`src/rtl/rateAcqPkg.sv`:
```
package rateAcqPkg;

  localparam int RATE_W = 2;

  typedef enum logic [2:0] {
    ST_NODATA  = 3'd0,
    ST_UP      = 3'd1,
    ST_DOWN    = 3'd2,
    ST_GAP     = 3'd3,
    ST_CONFIRM = 3'd4,
    ST_LOCKED  = 3'd5
  } acqState_t;

  // strobes from control to datapath
  typedef struct packed {
    logic stepRate;
  } ctrlStrobe_t;

  typedef struct packed {
    logic [2:0] divMod;
    logic       bandHigh;
  } rateDecode_t;

  function automatic rateDecode_t decodeRate(input logic stdRate,
                                             input logic [RATE_W-1:0] code);
    rateDecode_t d;
    d.bandHigh = !(stdRate && code[0]);
    if (stdRate) begin
      case (code)
        2'd0:    d.divMod = 3'd4;
        2'd1:    d.divMod = 3'd2;
        2'd2:    d.divMod = 3'd2;
        default: d.divMod = 3'd1;
      endcase
    end else begin
      d.divMod = code[1] ? 3'd2 : 3'd4;
    end
    return d;
  endfunction

endpackage

```
`src/rtl/rateAcqCtrl.sv`:
```
module rateAcqCtrl
  import rateAcqPkg::*;
#(
  parameter int HALF_TICKS = 8
) (
  input  logic        clk,
  input  logic        rst,
  input  logic        tick,
  input  logic        dataPresent,
  input  logic        phaseLocked,
  output ctrlStrobe_t strobe,
  output logic        sweepUp,
  output logic        sweepActive
);

  localparam int CNT_W = $clog2(HALF_TICKS + 1);
  localparam logic [CNT_W-1:0] LAST_CNT = CNT_W'(HALF_TICKS - 1);

  acqState_t state, nextState;
  logic [CNT_W-1:0] phaseCnt, nextCnt;

  always_comb begin
    nextState = state;
    nextCnt   = phaseCnt;
    strobe    = '0;
    if (!dataPresent) begin
      nextState = ST_NODATA;
      nextCnt   = '0;
    end else begin
      case (state)
        ST_NODATA: begin
          nextState = ST_UP;
          nextCnt   = '0;
        end
        ST_UP, ST_DOWN: begin
          if (phaseLocked) begin
            nextState = ST_CONFIRM;
            nextCnt   = '0;
          end else if (phaseCnt == LAST_CNT) begin
            nextState = (state == ST_UP) ? ST_DOWN : ST_GAP;
            nextCnt   = '0;
          end else begin
            nextCnt = phaseCnt + 1'b1;
          end
        end
        ST_GAP: begin
          nextCnt = '0;
          if (phaseLocked) begin
            nextState = ST_CONFIRM;
          end else begin
            nextState       = ST_UP;
            strobe.stepRate = tick;
          end
        end
        ST_CONFIRM: begin
          nextCnt   = '0;
          nextState = phaseLocked ? ST_LOCKED : ST_UP;
        end
        ST_LOCKED: begin
          nextCnt   = '0;
          if (!phaseLocked) nextState = ST_UP;
        end
        default: begin
          nextState = ST_NODATA;
          nextCnt   = '0;
        end
      endcase
    end
  end

  always_ff @(posedge clk) begin
    if (rst) begin
      state       <= ST_NODATA;
      phaseCnt    <= '0;
      sweepUp     <= 1'b0;
      sweepActive <= 1'b0;
    end else if (tick) begin
      state       <= nextState;
      phaseCnt    <= nextCnt;
      sweepUp     <= (nextState == ST_UP);
      sweepActive <= (nextState == ST_UP) || (nextState == ST_DOWN);
    end
  end

endmodule

```
`src/rtl/rateAcqPath.sv`:
```
module rateAcqPath
  import rateAcqPkg::*;
(
  input  logic              clk,
  input  logic              rst,
  input  logic              autoMode,
  input  logic              stdRate,
  input  logic [RATE_W-1:0] rateSel,
  input  ctrlStrobe_t       strobe,
  output logic [2:0]        divMod,
  output logic              bandHigh,
  output logic [RATE_W-1:0] rateInd
);

  logic [RATE_W-1:0] rateCnt;
  rateDecode_t       dec;

  // counter holds in manual mode and whenever no step is strobed
  always_ff @(posedge clk) begin
    if (rst)                            rateCnt <= '0;
    else if (strobe.stepRate && autoMode) rateCnt <= rateCnt + 1'b1;
  end

  always_comb begin
    rateInd  = autoMode ? rateCnt : rateSel;
    dec      = decodeRate(stdRate, rateInd);
    divMod   = dec.divMod;
    bandHigh = dec.bandHigh;
  end

endmodule

```
`src/rtl/rateAcqSeq.sv`:
```
module rateAcqSeq
  import rateAcqPkg::*;
#(
  parameter int HALF_TICKS = 8
) (
  input  logic       clk,
  input  logic       rst,
  input  logic       tick,
  input  logic       autoMode,
  input  logic       stdRate,
  input  logic [1:0] rateSel,
  input  logic       dataPresent,
  input  logic       phaseLocked,
  output logic [2:0] divMod,
  output logic       bandHigh,
  output logic [1:0] rateInd,
  output logic       sweepUp,
  output logic       sweepActive
);

  ctrlStrobe_t strobe;

  rateAcqCtrl #(.HALF_TICKS(HALF_TICKS)) u_ctrl (
    .clk         (clk),
    .rst         (rst),
    .tick        (tick),
    .dataPresent (dataPresent),
    .phaseLocked (phaseLocked),
    .strobe      (strobe),
    .sweepUp     (sweepUp),
    .sweepActive (sweepActive)
  );

  rateAcqPath u_path (
    .clk      (clk),
    .rst      (rst),
    .autoMode (autoMode),
    .stdRate  (stdRate),
    .rateSel  (rateSel),
    .strobe   (strobe),
    .divMod   (divMod),
    .bandHigh (bandHigh),
    .rateInd  (rateInd)
  );

endmodule

```
`config.mk`:
```
export PLATFORM = sky130hd
export DESIGN_NAME = rateAcqSeq
export DESIGN_NICKNAME = d
export VERILOG_FILES = /design/src/rtl/rateAcqPkg.sv /design/src/rtl/rateAcqCtrl.sv /design/src/rtl/rateAcqPath.sv /design/src/rtl/rateAcqSeq.sv
export SDC_FILE = /design/constraint.sdc
export NUM_CORES = 1
export LEC_CHECK = 0
export BUFFER_PORTS_ARGS = -buffer_cell sky130_fd_sc_hd__clkbuf_2
export CAP_MARGIN = 30
export CORE_UTILIZATION = 48
export CTS_BUF_LIST = sky130_fd_sc_hd__clkbuf_2
export DETAILED_ROUTE_END_ITERATION = 8
export PLACE_DENSITY = 0.78
export SLEW_MARGIN = 20
export SYNTH_ARGS = -nofsm -noshare
export SYNTH_HDL_FRONTEND = slang
export SYNTH_HIERARCHICAL = 1
export SYNTH_SLANG_ARGS = --single-unit
```
`constraint.sdc`:
```
create_clock -name clk -period 1.7 [get_ports clk]
set_clock_uncertainty 0.15 [all_clocks]
set_input_delay 0.17 -clock clk [delete_from_list [all_inputs] [get_ports clk]]
set_output_delay 0.17 -clock clk [all_outputs]
set_load 0.02 [all_outputs]
```
==> results.yml, run 1 <==
status:
  status: "complete, but fails checks"
  violations: "negative setup slack"
grt:
  grt_pass1_wl_um: 2450
  overflow: 0
  grt_max_degree: 13
  grt_pass1_vias: 587
  grtUsageTotal: 0.239
  antenna_found_initial: 0
timing:
  finalCriticalPeriod_ps: 1830
  setup_viol: 2
  worst_slew_pin_slew_ps: 335
  timing.fmax_ghz: 0.547
  finalCritPeriodShare: 1.08
  layout_setup_ws_ps: -129
  report.final.slew_viol_count: 0
  fin_tns_setup_ps: -187
  slew_headroom: 0.775
  hold_viol: 0
  rsz0062_at_grt: "yes"
placement:
  io_buffers: 16
  dp_cells: 118
  place_hpwl_um: 1120
  gp_congestion: 0.756
  placed_cell_area_um2: 837
cells_and_area:
  nets: 124
  diodes: 0
  n_fill_cell: 98
  layout-drive-gt1-share: 0.459
  utilization: 0.739
  finalNonFillerCells: 126
  final_cell_area_um2: 962
  syn_to_final_growth_pct: 44.5
drt:
  drt_first_pass_iters: 4
  ant_nets: 0
  vias: 735
  wirelength_um: 1740
  drt_iter0_drc: 7
  drt-vias-per-instance: 5.83
  wl_per_cell_um: 13.8
  drc_errors: 0
power_and_ir_drop:
  switching_share: 0.288
  p_per_area_nw_per_um2: 558
  internal_power_uw: 382
  irDropWorstVdd_uv: 448
  p_switching_uw: 154
  seq_power_share: 0.496
  power_frac_comb: 0.232
  p_leak_nw: 0.414
  pwr-share-clk: 0.272
die:
  die_area_um2: 1540
  core-area_um2: 1300
  die_width_um: 39.2
  die_y_um: 39.2
  row_count: 13
  boundaryPins: 17
  initial_core_util: 0.512
min_path:
  hold_class: "primary input to flop"
  holdPathStages: 2
worst_setup_path:
  path_cells: "mux2_4 -> inv_4 -> ha_4 -> mux2_4 -> buf_8"
  slowest_stage: "dfxtp_2"
  cp-end-kind: "primary output"
  cp_top_family: "multiplexers"
  cp_max_fo: 2
  arrival_ps: 1510
  critPathKind: "flop to primary output"
  crit_top_cell: "mux2_4"
  crit_cells: 5
  cp.required_ps: 1380
  cpPeakStageDelay_ps: 340
  crit_path_start_kind: "flop"
  r2r.worst_path.cells: 5
  crit_buf_inv: 2
synthesis:
  syn_inst: 79
  yosysWarningCount: 6
  syn_area_um2: 666
  ys_seq_elements: 11
  synth_nets: 91
  yosysUniqueCellTypes: 36
  synth_edf_count: 0
  synth_most_common_cell: "dfxtp_1"
  ys.flop_type: "dfxtp_1"
  yosysSeqAreaShare: 0.331
  ys_top_cells_by_area: "dfxtp_1 33%, ha_1 5.6%, mux2_2 5.1%, a21oi_1 4.5%, nand2_1 4.5%"
  synthArstFlopShare: 0
  synth_top_area_cell: "dfxtp_1"
  yosys.area.top_type_share: 0.331
  avgSynthCellArea_um2: 8.43
  ys_top_cells_by_count: "11 x dfxtp_1, 8 x nand2_1, 6 x a21oi_1, 5 x inv_1, 5 x nor2_1"
cts:
  cts_sinks: 11
  cts_inserted_buffers: 3
  cts_tree: "done"
  clockRootBuffer: "clkbuf_2"
  clock_latency_ps: 250
  path_clk_slew_ps: 100
  htreeDepth: 1
  clockBufferDepth: 2
run:
  maxCapViolations: 0
[final timing paths]
kind | from | endpoint | slack, ps
worst max-delay path | u_path/rateCnt[0] | divMod[1] | -130
worst min-delay path | rst | u_ctrl/phaseCnt[1] | 100
worst max register to register | u_ctrl/phaseCnt[1] | u_ctrl/sweepActive | 20
worst min register to register | u_ctrl/sweepUp | u_ctrl/sweepUp | 320
[power by group through the flow]
stage                     logic, mW  clock network (mW)  registers (mW)
after floorplan              0.0545                   0           0.277
after global placement       0.0986                   0           0.273
after detailed placement      0.101                   0           0.273
after CTS                     0.115               0.150           0.267
after global routing          0.133               0.161           0.267
final                         0.124               0.146           0.266
[worst reg2reg max path, delay by kind of cell, from the launching register on]
| family | cells | cell delay, ps |
|---|---|---|
| adder cells (fa/ha/maj) | 1 | 160 |
| flip-flops | 1 | 370 |
| AO/OA/AOI/OAI | 3 | 760 |
| AND/OR/NAND/NOR | 1 | 170 |
[timing repair]
item | CTS | global route
hold buffers | 0 | 0
cloned | 0 | 0
gates resized for setup | 11 | 13
pin swaps | 1 | 6
endpoints found under the setup margin | 3 | 5
buffers inserted | 3 | 1
[layout make-up]
type	instances	area (um2)	share of cell area
inverters	6	27.5	0.0286
flip-flops and latches	11	228	0.237
clock buffers	4	20.0	0.0208
well taps	15	18.8	0.0195
repair buffers	30	208	0.216
multi-input cells	60	460	0.479
[stage by stage]
| stage | hold WS [ps] | total power [mW] | setup WS [ps] |
|---|---|---|---|
| 2_1_floorplan | 89.1 | 0.332 | 27.5 |
| 3_3_place_gp | 303 | 0.372 | 57.1 |
| 3_5_place_dp | 310 | 0.375 | 8.77 |
| 4_1_cts | 102 | 0.533 | -130 |
| 5_1_grt | 108 | 0.561 | -171 |
| 6_report | 98.1 | 0.536 | -129 |
[state kept, by name (all words and copies together), names as in the netlist]
signal	flops
u_ctrl/state	3
u_path/rateCnt	2
u_ctrl/sweepActive	1
u_ctrl/phaseCnt	4
u_ctrl/sweepUp	1
[layer usage]
layer  vias up  share of wire  GRT usage
met5         -              0          0
met4         0         0.0086      0.112
met3         4          0.058     0.0289
met2        38           0.51      0.442
met1       342           0.42      0.263
li1        351              -          -
[logic make-up (layout without fill, tap and decap cells)]
kind of cell | after synthesis | in the layout | share of synthesized area
simple gates | 33 | 33 | 0.280
compound gates | 18 | 18 | 0.184
flops | 11 | 11 | 0.331
buf+inv | 8 | 40 | 0.0470
mux | 5 | 5 | 0.0883
fa+ha+maj | 3 | 3 | 0.0564
xor+xnor | 1 | 1 | 0.0132
[cell usage in the layout (no fill, tap or decap), types with 2 or more instances in the layout]
cell type and n:
a211o_1 3, a21oi_1 6, buf_4 14, buf_6 2
clkbuf_2 17, dfxtp_1 7, dfxtp_2 3, ha_4 2
inv_1 3, inv_4 2, mux2_4 3, nand2_1 8
nand3_1 4, nor2_1 5, nor2b_1 2, nor3_1 2
o21ai_0 2
Note: power is estimated with default switching activity, not from simulation.
==> inputs of run 2 (changes only) <==
--- a/config.mk
+++ b/config.mk
@@ -10,7 +10,7 @@
 export CORE_UTILIZATION = 48
 export CTS_BUF_LIST = sky130_fd_sc_hd__clkbuf_2
 export DETAILED_ROUTE_END_ITERATION = 8
-export PLACE_DENSITY = 0.78
+export PLACE_DENSITY = 0.83
 export SLEW_MARGIN = 20
 export SYNTH_ARGS = -nofsm -noshare
 export SYNTH_HDL_FRONTEND = slang
==> run 2 against run 1 <==
The flow still finishes with violations (negative setup slack). Combinational power is essentially flat. Global-route usage shrank 0.30 points. Sequential share of layout area shrank 0.53 points. Cell count is the same. Critical path depth is the same. Worst hold slack lost 16 ps. Final area grew 1.2%.
==> results.yml, run 2 (same netlist as run 1, synthesis figures left out) <==
timing:
  finalCriticalPeriod_ps: 1830
  layout_setup_ws_ps: -131
  hold_viol: 0
  report.final.slew_viol_count: 0
  rsz0062_at_grt: "yes"
  timing.fmax_ghz: 0.546
  hold_ws_ps: 82.4
  slew_headroom: 0.765
  finalCritPeriodShare: 1.08
  worst_slew_pin_slew_ps: 351
  setup_viol: 2
cells_and_area:
  finalNonFillerCells: 126
  largest_register_ffs: 4
  final_cell_mix: "17 x clkbuf_2, 15 x buf_4, 7 x nand2_1, 7 x dfxtp_1, 6 x a21oi_1"
  layout_commonest_cell: "clkbuf_2"
  diodes: 0
  final_cell_area_um2: 973
  syn_to_final_growth_pct: 46.2
  largest_registers: "u_ctrl/phaseCnt x4, u_ctrl/state x3, u_path/rateCnt x2"
  layout-drive-gt1-share: 0.486
  nets: 124
  regMostFlops: "u_ctrl/phaseCnt"
drt:
  drt-vias-per-instance: 5.61
  wirelength_um: 1720
  drc_errors: 0
  vias: 707
  drt_first_pass_iters: 4
  wl_per_cell_um: 13.6
  drt_iter0_drc: 12
  ant_nets: 0
worst_setup_path:
  cp.required_ps: 1380
  crit_buf_inv: 2
  cp-end-kind: "primary output"
  r2r_setup_slack_ps: 60
  crit_cells: 5
  arrival_ps: 1510
  crit_path_start_kind: "flop"
  cpPeakStageDelay_ps: 340
  cp_max_fo: 2
  crit_top_cell: "mux2_4"
  r2r.worst_path.cells: 4
  timing.rr.end: "u_path/rateCnt[1]"
  path_cells: "mux2_4 -> inv_4 -> ha_4 -> mux2_4 -> buf_8"
  slowest_stage: "dfxtp_2"
  critPathKind: "flop to primary output"
  cp_top_family: "multiplexers"
  timing.rr.start: "u_ctrl/state[2]"
die:
  die_area_um2: 1540
  boundaryPins: 17
  core-area_um2: 1300
  die_y_um: 39.2
  initial_core_util: 0.512
  die_width_um: 39.2
  row_count: 13
power_and_ir_drop:
  internal_power_uw: 385
  power_frac_comb: 0.233
  p_switching_uw: 160
  seq_power_share: 0.492
  p_per_area_nw_per_um2: 559
  switching_share: 0.293
  pwr-share-clk: 0.275
  irDropWorstVdd_uv: 488
  p_leak_nw: 0.422
grt:
  overflow: 0
  grt_pass1_vias: 591
  antenna_found_initial: 0
  grt_pass1_wl_um: 2460
  grtUsageTotal: 0.236
  grt_max_degree: 13
placement:
  gp_congestion: 0.883
  placed_cell_area_um2: 830
  dp_cells: 117
  place_hpwl_um: 1090
  io_buffers: 16
cts:
  hold_buffers: 0
  clock_latency_ps: 250
  path_clk_slew_ps: 120
  cts_sinks: 11
  clockRootBuffer: "clkbuf_2"
  htreeDepth: 1
  clockBufferDepth: 2
  cts_inserted_buffers: 3
  cts_tree: "done"
run:
  maxCapViolations: 0
min_path:
  min_from: "rst"
  hold_class: "primary input to flop"
  holdPathStages: 2
  holdPathEnd: "u_path/rateCnt[0]"
status:
  status: "complete, but fails checks"
  violations: "negative setup slack"
==> run 2: worst max-delay path by stage <==
stage,startpoint,to
2_1_floorplan,u_ctrl/phaseCnt[0],u_ctrl/sweepActive
3_3_place_gp,u_ctrl/phaseCnt[0],u_ctrl/sweepActive
3_5_place_dp,u_ctrl/phaseCnt[0],u_ctrl/sweepActive
4_1_cts,u_path/rateCnt[0],divMod[1]
5_1_grt,u_path/rateCnt[1],divMod[1]
6_report,u_path/rateCnt[1],divMod[1]
==> run 2: routing by layer <==
layer,track usage,routed length (um),share of wire
met4,0.0776,17,0.0099
met1,0.324,779,0.45
met2,0.383,873,0.51
met5,0,0,0
met3,0.0173,47,0.027
==> run 2: metrics by stage <==
step | setup TNS [ps] | setup slack (ps) | power (mW) | utilization
2_1_floorplan | 0 | 27.5 | 0.332 | -
3_3_place_gp | 0 | 39.5 | 0.370 | 0.638
3_5_place_dp | 0 | 12.9 | 0.373 | 0.638
4_1_cts | -231 | -143 | 0.533 | 0.705
5_1_grt | -299 | -171 | 0.567 | 0.748
6_report | -192 | -131 | 0.544 | 0.748
==> run 2: final cells by class <==
class	count	area, um2
fill	89	328
clock buffer	4	20.0
timing repair buffer	30	204
multi-input combinational	60	478
tap	15	18.8
inverter	6	27.5
sequential	11	225
==> run 2: worst register-to-register path: cells and delay by family (launching register included) <==
family,cells,cell delay (ps)
and+or+nand+nor,3,780
DFF,1,330
muxes,1,280
==> run 2: power by group through the flow <==
stage | registers, mW | logic (mW) | clock network [mW]
global route | 0.269 | 0.136 | 0.162
detailed placement | 0.273 | 0.0993 | 0
floorplan | 0.277 | 0.0545 | 0
finish | 0.268 | 0.127 | 0.150
global placement | 0.273 | 0.0971 | 0
CTS | 0.268 | 0.114 | 0.151
==> run 2: timing repair <==
| item | CTS | global route |
|---|---|---|
| setup endpoints to repair | 4 | 5 |
| pin swaps | 1 | 6 |
| gates cloned | 0 | 0 |
| resized for setup | 12 | 15 |
| setup buffers | 4 | 1 |
